<file path="src/rtl/lin_tx_pkg.sv">
package lin_tx_pkg;

    typedef enum logic {
        ST_IDLE = 1'b0,
        ST_SEND = 1'b1
    } tx_state_e;

    localparam int CHAR_BITS = 10;
    localparam int IDX_W     = $clog2(CHAR_BITS);

    typedef struct packed {
        logic       stop_b;
        logic [7:0] payload;
        logic       start_b;
    } char_frame_t;

    function automatic char_frame_t build_char(input logic [7:0] b);
        char_frame_t f;
        f.stop_b  = 1'b1;
        f.payload = b;
        f.start_b = 1'b0;
        return f;
    endfunction

endpackage

</file>
<file path="src/rtl/lin_bit_timer.sv">
module lin_bit_timer #(
    parameter int BIT_CLKS = 8
) (
    input  logic clk,
    input  logic rst,
    input  logic run,
    output logic at_mid,
    output logic at_last
);
    localparam int TW = (BIT_CLKS > 2) ? $clog2(BIT_CLKS) : 1;
    localparam logic [TW-1:0] MID_V  = TW'(BIT_CLKS / 2);
    localparam logic [TW-1:0] LAST_V = TW'(BIT_CLKS - 1);

    logic [TW-1:0] cnt;

    always_ff @(posedge clk) begin
        if (rst || !run) begin
            cnt <= '0;
        end else if (cnt == LAST_V) begin
            cnt <= '0;
        end else begin
            cnt <= cnt + 1'b1;
        end
    end

    assign at_mid  = run && (cnt == MID_V);
    assign at_last = run && (cnt == LAST_V);
endmodule

</file>
<file path="src/rtl/lin_char_shift.sv">
module lin_char_shift
    import lin_tx_pkg::*;
(
    input  logic       clk,
    input  logic       rst,
    input  logic       load,
    input  logic       shift,
    input  logic [7:0] din,
    output logic       bit_out,
    output logic       final_bit
);
    char_frame_t             sreg;
    logic [IDX_W-1:0]        idx;

    always_ff @(posedge clk) begin
        if (rst) begin
            sreg <= build_char(8'hFF) | char_frame_t'(1);
            idx  <= '0;
        end else if (load) begin
            sreg <= build_char(din);
            idx  <= '0;
        end else if (shift) begin
            sreg <= char_frame_t'({1'b1, sreg[CHAR_BITS-1:1]});
            idx  <= idx + 1'b1;
        end
    end

    assign bit_out   = sreg[0];
    assign final_bit = (idx == IDX_W'(CHAR_BITS - 1));
endmodule

</file>
<file path="src/rtl/lin_readback_check.sv">
module lin_readback_check (
    input  logic sample,
    input  logic driven,
    input  logic heard,
    output logic mismatch
);
    assign mismatch = sample && (driven != heard);
endmodule

</file>
<file path="src/rtl/lin_resp_tx.sv">
module lin_resp_tx
    import lin_tx_pkg::*;
#(
    parameter int CNT_W    = 4,
    parameter int BIT_CLKS = 8
) (
    input  logic             clk,
    input  logic             rst,
    input  logic             start,
    input  logic [CNT_W-1:0] byte_count,
    output logic [CNT_W-1:0] rd_addr,
    input  logic [7:0]       rd_data,
    input  logic             rx_line,
    output logic             tx_line,
    output logic             done,
    output logic             bit_error
);
    tx_state_e        state;
    logic [CNT_W-1:0] remaining;
    logic [CNT_W-1:0] ptr;
    logic             done_q;
    logic             err_q;

    logic sending;
    logic t_mid, t_last;
    logic sh_bit, sh_final;
    logic mis;
    logic char_end;
    logic ld, sh;

    assign sending  = (state == ST_SEND);
    assign char_end = sending && !mis && t_last && sh_final;

    assign ld = (!sending && start && (byte_count != '0)) ||
                (char_end && (remaining != CNT_W'(1)));
    assign sh = sending && !mis && t_last && !sh_final;

    lin_bit_timer #(.BIT_CLKS(BIT_CLKS)) u_timer (
        .clk     (clk),
        .rst     (rst),
        .run     (sending),
        .at_mid  (t_mid),
        .at_last (t_last)
    );

    lin_char_shift u_shift (
        .clk       (clk),
        .rst       (rst),
        .load      (ld),
        .shift     (sh),
        .din       (rd_data),
        .bit_out   (sh_bit),
        .final_bit (sh_final)
    );

    lin_readback_check u_check (
        .sample   (t_mid),
        .driven   (tx_line),
        .heard    (rx_line),
        .mismatch (mis)
    );

    always_ff @(posedge clk) begin
        if (rst) begin
            state     <= ST_IDLE;
            remaining <= '0;
            ptr       <= '0;
            done_q    <= 1'b0;
            err_q     <= 1'b0;
        end else begin
            done_q <= 1'b0;
            err_q  <= 1'b0;
            case (state)
                ST_IDLE: begin
                    if (start) begin
                        if (byte_count == '0) begin
                            done_q <= 1'b1;
                        end else begin
                            state     <= ST_SEND;
                            remaining <= byte_count;
                            ptr       <= ptr + 1'b1;
                        end
                    end
                end
                ST_SEND: begin
                    if (mis) begin
                        err_q <= 1'b1;
                        state <= ST_IDLE;
                        ptr   <= '0;
                    end else if (char_end) begin
                        if (remaining == CNT_W'(1)) begin
                            done_q <= 1'b1;
                            state  <= ST_IDLE;
                            ptr    <= '0;
                        end else begin
                            remaining <= remaining - 1'b1;
                            ptr       <= ptr + 1'b1;
                        end
                    end
                end
                default: state <= ST_IDLE;
            endcase
        end
    end

    assign tx_line   = sending ? sh_bit : 1'b1;
    assign rd_addr   = ptr;
    assign done      = done_q;
    assign bit_error = err_q;
endmodule

</file>
<file path="config.mk">
export PLATFORM = sky130hd
export DESIGN_NAME = lin_resp_tx
export DESIGN_NICKNAME = d
export VERILOG_FILES = /design/src/rtl/lin_tx_pkg.sv /design/src/rtl/lin_bit_timer.sv /design/src/rtl/lin_char_shift.sv /design/src/rtl/lin_readback_check.sv /design/src/rtl/lin_resp_tx.sv
export SDC_FILE = /design/constraint.sdc
export NUM_CORES = 1
export LEC_CHECK = 0
export BUFFER_PORTS_ARGS = -buffer_cell sky130_fd_sc_hd__buf_2
export CAP_MARGIN = 20
export CORE_MARGIN = 2
export CORE_UTILIZATION = 60
export CTS_CLUSTER_SIZE = 28
export DETAILED_ROUTE_END_ITERATION = 12
export PLACE_DENSITY = 0.91
export SYNTH_ARGS = -nofsm -noshare
export SYNTH_HDL_FRONTEND = slang
export SYNTH_HIERARCHICAL = 1
export SYNTH_SLANG_ARGS = --single-unit
</file>
<file path="constraint.sdc">
create_clock -name clk -period 7.2 [get_ports clk]
set_input_delay 0.72 -clock clk [delete_from_list [all_inputs] [get_ports clk]]
set_output_delay 0.72 -clock clk [all_outputs]
set_load 0.05 [all_outputs]
</file>
==> flow_summary.ini, run 1 <==
[sta]
hold_violations = 0
slew_violations = 0
finalCritPeriodShare_pct = 38.8
min_period_ns = 2.80
tns_ns = 0
setup_ws_ns = 4.40
fin_skew_ns = 0.00446
worst_pin_slew_ns = 0.716
holdWs_ns = 0.494
setup_violations = 0
rsz0062_at_grt = false
max_freq_mhz = 358
maxSlewHeadroom_pct = 52.3

[synthesis]
muxShareOfSynthArea_pct = 7.75
synthXorXnorAreaFrac_pct = 2.33
syn_area_sq_mm = 0.00150
synth-edff-count = 0
ys_async_sr_fraction_pct = 0
syn_inst = 151
synth_area_per_cell_sq_um = 9.94
synth.most_common_cell = dfxtp_1
ys_types = 54
synth.top_cell.area_share_pct = 36.0
synth_top_family_by_area = simple AND/OR/NAND/NOR gates
synth-seq-cells = 27
ys_top_cells_by_count = dfxtp_1, a21oi_1, mux2i_1, nor2_1
ys_warn_count = 6
synth-adder-area-share_pct = 6.67
synthTopCellsByArea = dfxtp_1, ha_1, mux2i_1
ys_seq_area_share_pct = 36.0
synth-simple-area-share_pct = 24.8
synth.largest_area_cell = dfxtp_1
synth-main-ff-cell = dfxtp_1
syn-num-nets = 175
synth_compound_area_share_pct = 16.1

[cts]
hold_buffers = 0
clk_pin_slew_ns = 0.15
cts_tree = yes
clk_latency_ns = 0.33
cts_buffers = 3
root_buffer = clkbuf_4
post-cts-setup-buffer-count = 0
htree_levels = 1
cts.sinks = 27
clk_path_buf_depth = 2
cts_resized = 0

[detailed_routing]
avgRoutedWirePerCell_um = 13.6
ant_nets = 0
drc = 0
vias_per_cell = 5.71
firstDrtPassIters = 4
vias = 1136
drtIter0Drc = 19
wirelength_um = 2700

[setup_path]
critPathRequiredTime_ns = 7.44
cp.arrival_ns = 3.04
cp_top_family = simple AND/OR/NAND/NOR gates
crit_fanout = 22
worst-path-buf-inv = 0
crit_slowest_cell = dfxtp_1
reg2regPathDepth = 7
reg2reg_to = u_shift/idx[3]$_SDFFE_PP0P_
worst_setup_path_end_kind = flop
path_class = flop to flop
r2r-start = sending$_SDFF_PP0_
worst_setup_path_start_kind = flop
crit_chain = nand2b_1, xor2_1, and2_1, nor2b_1, and3b_1, nand4_2, mux2_4
rrSetupSlack_ns = 4.40
cpPeakStageDelay_ns = 0.75

[floorplanning]
fp.dieH_um = 54.0
ios = 23
die_w_um = 54.0
start_util_pct = 61.7
dieArea_sq_mm = 0.00292
fp.coreArea_sq_mm = 0.00243
fp-row-count = 18

[power_and_ir_drop]
ir_drop_mv = 0.127
p_leak_nw = 0.659
p_clk_share_pct = 24.0
seq_power_share_pct = 59.2
power_frac_comb_pct = 16.8
p_sw_w = 0.0000815
p_per_area_mw_per_mm2 = 174
power.total_w = 0.000281
switching_share_pct = 29.0
p_int_w = 0.000199

[finish]
register_area_sq_um = 541
n_antenna_cell = 0
area_delta_synth_final_pct = 7.25
multi_input_area_sq_um = 865
final_util_pct = 66.2
fillers = 193
drive_gt1_share_pct = 24.3
nNetsFinal = 194

[grt]
track_usage_pct = 20.7
grt_pass1_wl_um = 4420
grt-ovfl-total = 0
grt_antenna_before_repair = 0
grt_pass1_vias = 1054
grt_max_degree = 28

[worst_hold_path]
worstHoldStart = u_timer/cnt[0]$_SDFF_PP0_
whs_endpoint = u_timer/cnt[0]$_SDFF_PP0_
holdPathStages = 1
hold_path_class = flop to flop

[outcome]
status = finished clean

[placement]
routabilityCongestion = 0.771
hpwlAfterDp_um = 1990
place_ws_ns = 4.42
io_buffers = 22

[job]
cap_violations = 0
-- through the flow --
step                      cells  instance area (sq um)
after floorplan             151                   1500
after global placement      195                   1580
after detailed placement    195                   1580
after CTS                   199                   1610
after global routing        199                   1610
final                       199                   1610
-- how the worst max path moves through the flow --
stage | from | cells past startpoint | slack, ns | end
6_report | sending$_SDFF_PP0_ | 7 | 4.40 | u_shift/idx[3]$_SDFFE_PP0P_
5_1_grt | sending$_SDFF_PP0_ | 7 | 4.17 | u_shift/idx[3]$_SDFFE_PP0P_
4_1_cts | sending$_SDFF_PP0_ | 7 | 4.39 | u_shift/idx[3]$_SDFFE_PP0P_
3_5_place_dp | sending$_SDFF_PP0_ | 7 | 4.42 | u_shift/idx[3]$_SDFFE_PP0P_
3_3_place_gp | sending$_SDFF_PP0_ | 7 | 4.63 | u_shift/idx[3]$_SDFFE_PP0P_
2_1_floorplan | sending$_SDFF_PP0_ | 10 | 4.46 | u_shift/sreg[3]$_SDFFE_PP1P_
-- power groups by stage --
stage          registers (W)  logic (W)  clock network, W
3_5_place_dp        0.000169  0.0000473                 0
6_report            0.000166  0.0000471         0.0000674
3_3_place_gp        0.000169  0.0000448                 0
2_1_floorplan       0.000170  0.0000337                 0
4_1_cts             0.000166  0.0000475         0.0000686
5_1_grt             0.000168  0.0000523         0.0000744
-- kinds of logic (layout without fill, tap and decap cells) --
kind of cell | Yosys count | after routing
AO/OA/AOI/OAI | 30 | 30
XOR/XNOR | 4 | 4
flip-flops | 27 | 27
AND/OR/NAND/NOR | 55 | 55
buffers and inverters | 16 | 34
adder cells (fa/ha/maj) | 8 | 8
multiplexers | 11 | 11
-- layer usage --
layer,GRT usage (%),part of all wire [%],vias up
li1,-,-,574
met1,25.1,46,541
met2,36.8,50,15
met3,2.78,2.2,6
met4,8.33,1.8,0
met5,0,0,-
-- final cells by class --
class | instances | share of cell area, %
multi-input combinational | 108 | 53.7
inverter | 8 | 1.86
clock inverter | 1 | 0.311
clock buffer | 3 | 1.40
timing repair buffer | 22 | 6.84
tap | 30 | 2.33
sequential | 27 | 33.6
-- sequential cells by signal (all words and copies together), names as in the netlist --
name / count
remaining: 4
u_shift/bit_out: 1
bit_error: 1
sending: 1
rd_addr: 4
done: 1
u_timer/cnt: 3
u_shift/sreg: 8
u_shift/idx: 4
-- cells in the final DEF, fill, tap and decap left out, types with 3 or more instances in the layout --
cell type	n
nand3b_1	4
nand2b_1	3
a21oi_2	3
ha_1	8
inv_1	8
buf_2	22
nor3b_1	8
nor2_1	9
mux2i_1	9
a21oi_1	9
dfxtp_1	27
clkbuf_4	3
nand2_1	6
Note: power is estimated with default switching activity, not from simulation.
==> run 2: changes to the inputs <==
--- a/config.mk
+++ b/config.mk
@@ -8,10 +8,10 @@
 export BUFFER_PORTS_ARGS = -buffer_cell sky130_fd_sc_hd__buf_2
 export CAP_MARGIN = 20
 export CORE_MARGIN = 2
-export CORE_UTILIZATION = 60
+export CORE_UTILIZATION = 55
 export CTS_CLUSTER_SIZE = 28
 export DETAILED_ROUTE_END_ITERATION = 12
-export PLACE_DENSITY = 0.91
+export PLACE_DENSITY = 0.85
 export SYNTH_ARGS = -nofsm -noshare
 export SYNTH_HDL_FRONTEND = slang
 export SYNTH_HIERARCHICAL = 1
==> constraint.sdc (replaced) <==
create_clock -name clk -period 2.8 [get_ports clk]
set_input_delay 0.28 -clock clk [delete_from_list [all_inputs] [get_ports clk]]
set_output_delay 0.28 -clock clk [all_outputs]
set_load 0.05 [all_outputs]
==> flow_summary.ini, run 2 (same netlist as run 1, synthesis figures left out) <==
[cts]
hold_buffers = 0
clk_pin_slew_ns = 0.15
cts_buffers = 3
cts_resized = 0
cts.sinks = 27
cts_tree = yes
htree_levels = 1
post-cts-setup-buffer-count = 0
clk_latency_ns = 0.32
clk_path_buf_depth = 2
root_buffer = clkbuf_4

[grt]
grt-ovfl-total = 0
track_usage_pct = 19.9
grt_pass1_vias = 1152
grt_max_degree = 28
grt_antenna_before_repair = 0
grt_pass1_wl_um = 5100

[floorplanning]
dieArea_sq_mm = 0.00316
die_w_um = 56.3
fp-row-count = 18
fp.dieH_um = 56.3
fp.coreArea_sq_mm = 0.00252
start_util_pct = 59.5
ios = 23

[setup_path]
reg2reg_to = u_shift/sreg[4]$_SDFFE_PP1P_
worst_setup_path_start_kind = flop
r2r-start = u_timer/cnt[0]$_SDFF_PP0_
rrSetupSlack_ns = 0.61
crit_start = u_timer/cnt[0]$_SDFF_PP0_
worst_setup_path_end_kind = flop
path_class = flop to flop
critPathRequiredTime_ns = 3.06
cp.arrival_ns = 2.46
crit_fanout = 23
reg2regPathDepth = 7
cp-endpoint = u_shift/sreg[4]$_SDFFE_PP1P_

[detailed_routing]
vias = 1146
firstDrtPassIters = 4
ant_nets = 0
wirelength_um = 2860
vias_per_cell = 5.70
drtIter0Drc = 27
drc = 0
avgRoutedWirePerCell_um = 14.2

[sta]
holdWs_ns = 0.191
maxSlewHeadroom_pct = 68.2
worst_pin_slew_ns = 0.476
tns_ns = 0
setup_violations = 0
min_period_ns = 2.19
rsz0062_at_grt = false
max_freq_mhz = 456
slew_violations = 0
finalCritPeriodShare_pct = 78.4
fin_skew_ns = 0.00368
hold_violations = 0

[finish]
area_delta_synth_final_pct = 8.25
nNetsFinal = 196
drive_gt1_share_pct = 25.1
largest_reg_flops = 8
final_cell_mix = dfxtp_1, buf_2, nor2_1, mux2i_1, a21oi_1
n_antenna_cell = 0
top_register = u_shift/sreg
final_common_cell = dfxtp_1

[placement]
io_buffers = 22
hpwlAfterDp_um = 2090
routabilityCongestion = 0.799

[worst_hold_path]
hold_path_class = input port to flop

[power_and_ir_drop]
ir_drop_mv = 0.301
p_per_area_mw_per_mm2 = 444
p_leak_nw = 0.670

[outcome]
status = finished clean

[job]
cap_violations = 0
## run 2: changes by cell type in the layout (fill, tap and decap cells not counted), sizes merged
cell,delta
buf,+2
## run 2: worst min path at each step
| stage | from | end | depth (start not counted) |
|---|---|---|---|
| after CTS | rd_data[6] | u_shift/sreg[7]$_SDFFE_PP1P_ | 3 |
| after global placement | u_timer/cnt[0]$_SDFF_PP0_ | u_timer/cnt[0]$_SDFF_PP0_ | 1 |
| final | rd_data[6] | u_shift/sreg[7]$_SDFFE_PP1P_ | 3 |
| after global routing | rd_data[0] | u_shift/sreg[1]$_SDFFE_PP1P_ | 3 |
| after floorplan | rst | u_timer/cnt[0]$_SDFF_PP0_ | 1 |
| after detailed placement | u_timer/cnt[0]$_SDFF_PP0_ | u_timer/cnt[0]$_SDFF_PP0_ | 1 |
## run 2: per-stage QoR
stage / total power, W / std cells / setup slack [ns] / utilization, % / instance area [sq um]
final: 0.000722 / 201 / 0.605 / 64.4 / 1630
after global routing: 0.000759 / 201 / 0.439 / 64.4 / 1630
after CTS: 0.000727 / 201 / 0.677 / 64.4 / 1630
after detailed placement: 0.000560 / 197 / 0.708 / 63.3 / 1600
after global placement: 0.000552 / 197 / 0.819 / 63.3 / 1600
after floorplan: 0.000525 / 151 / 0.0580 / - / 1500
## run 2: routing by layer
metal	GRT usage, %	part of all wire (%)	vias to the layer above
met5	0	0	-
met4	6.80	1.3	0
met3	3.69	3.6	6
met2	34.5	51	22
met1	24.7	45	534
li1	-	-	584
## run 2: cell type report
type,count,area [sq um]
Tap cell,30,37.5
Timing Repair Buffer,24,125
Inverter,8,30.0
Fill cell,214,897
Clock buffer,3,22.5
Multi-Input combinational cell,108,865
Clock inverter,1,5.00
Sequential cell,27,541
## run 2: critical path, stage by stage, from the launching register on
cell       delay (ns)
dfxtp_1          0.41
ha_1             0.17
ha_1             0.22
and2_1           0.26
nand4b_1         0.20
o2bb2ai_4        0.45
nor2_1           0.24
a21oi_1          0.19
## run 2: where the power goes
| group | leakage, nW | switching, W | internal [W] |
|---|---|---|---|
| sequential | 0.221 | 0.0000196 | 0.000405 |
| combinational | 0.431 | 0.0000729 | 0.0000549 |
| clock | 0.0177 | 0.000116 | 0.0000536 |
==> run 3: changes to the inputs <==
--- a/config.mk
+++ b/config.mk
@@ -8,10 +8,10 @@
 export BUFFER_PORTS_ARGS = -buffer_cell sky130_fd_sc_hd__buf_2
 export CAP_MARGIN = 20
 export CORE_MARGIN = 2
-export CORE_UTILIZATION = 55
+export CORE_UTILIZATION = 50
 export CTS_CLUSTER_SIZE = 28
 export DETAILED_ROUTE_END_ITERATION = 12
-export PLACE_DENSITY = 0.85
+export PLACE_DENSITY = 0.81
 export SYNTH_ARGS = -nofsm -noshare
 export SYNTH_HDL_FRONTEND = slang
 export SYNTH_HIERARCHICAL = 1
==> constraint.sdc (replaced) <==
create_clock -name clk -period 2 [get_ports clk]
set_input_delay 0.2 -clock clk [delete_from_list [all_inputs] [get_ports clk]]
set_output_delay 0.2 -clock clk [all_outputs]
set_load 0.05 [all_outputs]
==> flow_summary.ini, run 3 (same netlist as run 1, synthesis figures left out) <==
[detailed_routing]
drt-met1-wl_um = 1400
wl_met3_um = 133
firstDrtPassIters = 8
vias_per_cell = 5.58
vias = 1189
dr_wl_met2_um = 1700
ant_nets = 0
avgRoutedWirePerCell_um = 15.3
wirelength_um = 3270
drtIter0Drc = 27
drc = 3
highest_layer = met4

[floorplanning]
ios = 23
die_w_um = 58.8
start_util_pct = 53.5
fp-row-count = 19
fp.dieH_um = 58.8
fp.coreArea_sq_mm = 0.00281
dieArea_sq_mm = 0.00346

[cts]
cts_buffers = 3
cts_tree = yes
cts.sinks = 27
root_buffer = clkbuf_4
htree_levels = 1
clk_pin_slew_ns = 0.16
clk_latency_ns = 0.34
clk_path_buf_depth = 2
hold_buffers = 0

[setup_path]
reg2reg_to = u_shift/sreg[3]$_SDFFE_PP1P_
r2r-start = u_timer/cnt[0]$_SDFF_PP0_
cp.arrival_ns = 2.22
reg2regPathDepth = 9
worst_setup_path_start_kind = flop
cp_top_family = simple AND/OR/NAND/NOR gates
crit_slowest_cell = dfxtp_2
critPathRequiredTime_ns = 2.22
cpPeakStageDelay_ns = 0.40
worst-path-buf-inv = 2
crit_fanout = 6
path_class = flop to flop
worst_setup_path_end_kind = flop
crit_start = u_timer/cnt[0]$_SDFF_PP0_
crit_chain = inv_2, ha_4, and3_4, and2_4, nand4b_1, o2bb2ai_4, buf_6, nor3b_2, a21oi_1
rrSetupSlack_ns = -0.006

[worst_hold_path]
worstHoldStart = rd_data[3]
holdPathStages = 3
hold_path_class = input port to flop
whs_endpoint = u_shift/sreg[4]$_SDFFE_PP1P_

[sta]
slew_violations = 0
min_period_ns = 2.01
worst_pin_slew_ns = 0.582
rsz0062_at_grt = true
maxSlewHeadroom_pct = 61.2
finalCritPeriodShare_pct = 100
setup_ws_ns = -0.00550
holdWs_ns = 0.0956
setup_violations = 1
hold_violations = 0
fin_skew_ns = 0.0185
max_freq_mhz = 499

[grt]
grt_max_degree = 28
grt_pass1_vias = 1145
grt_antenna_before_repair = 0
grt-ovfl-total = 0
grt_pass1_wl_um = 5150
track_usage_pct = 19.6

[finish]
final_cell_mix = dfxtp_1, buf_2, nor2_1, mux2i_1, buf_4
multi_input_area_sq_um = 967
instances_no_fill = 213
area_delta_synth_final_pct = 21.9
fillers = 216
largest_reg_flops = 8
top_register = u_shift/sreg
final_common_cell = dfxtp_1
drive_gt1_share_pct = 41.2
fin_area_sq_mm = 0.00183
nNetsFinal = 207
register_area_sq_um = 544
n_antenna_cell = 0

[power_and_ir_drop]
p_per_area_mw_per_mm2 = 584
p_leak_nw = 0.750
ir_drop_mv = 0.528

[job]
cap_violations = 0

[placement]
hpwlAfterDp_um = 2210
io_buffers = 22
placed_cells = 203
routabilityCongestion = 0.837
placed_area_sq_mm = 0.00170

[outcome]
status = finished, violations left
violations = design-rule violations, negative setup slack
==> run 3: worst max-delay path by stage <==
stage | endpoint | slack, ns | depth (start not counted)
6_report | u_shift/sreg[3]$_SDFFE_PP1P_ | -0.006 | 9
5_1_grt | u_shift/sreg[3]$_SDFFE_PP1P_ | -0.06 | 7
4_1_cts | u_shift/idx[1]$_SDFFE_PP0P_ | 0.02 | 8
3_5_place_dp | u_shift/sreg[5]$_SDFFE_PP1P_ | -0.07 | 9
3_3_place_gp | u_shift/sreg[4]$_SDFFE_PP1P_ | 0.13 | 9
2_1_floorplan | u_shift/sreg[3]$_SDFFE_PP1P_ | -0.04 | 10
==> run 3: power by group <==
group,switching (W),internal (W)
Combinational,0.000122,0.000104
Sequential,0.0000263,0.000567
Clock,0.000174,0.0000767
==> run 3: layout make-up <==
type                            instances  share of cell area (%)
Clock buffer                            3                    1.23
Clock inverter                          1                   0.410
Tap cell                               31                    2.12
Inverter                                8                    1.64
Multi-Input combinational cell        109                    52.8
Sequential cell                        27                    29.7
Timing Repair Buffer                   34                    12.0
==> run 3: per-layer routing <==
metal	track usage (%)	vias to the layer above
met2	36.5	28
met4	5.52	0
met5	0	-
li1	-	606
met3	3.96	4
met1	22.4	551
==> run 3: per-stage QoR <==
stage               setup TNS, ns  power [W]  util, %  setup slack (ns)
detailed placement         -0.377   0.000801     60.5           -0.0654
global placement                0   0.000789     60.5             0.132
floorplan                  -0.336   0.000751        -           -0.0411
finish                   -0.00550    0.00107     65.3          -0.00550
CTS                             0    0.00105     63.0            0.0221
global route               -0.274    0.00112     65.3           -0.0559
==> run 3: worst reg2reg max path, stage by stage, from the launching register on <==
cell and delay (ns):
dfxtp_2 0.40, inv_2 0.06, ha_4 0.15, and3_4 0.13, and2_4 0.16, nand4b_1 0.28, o2bb2ai_4 0.29, buf_6 0.15
nor3b_2 0.18, a21oi_1 0.08
==> run 3: what timing repair did <==
| action | CTS | global route |
|---|---|---|
| setup endpoints to repair | 10 | 16 |
| pin swaps | 1 | 4 |
| resized for setup | 1 | 13 |
| cloned | 1 | 0 |
| buffers inserted | 3 | 2 |
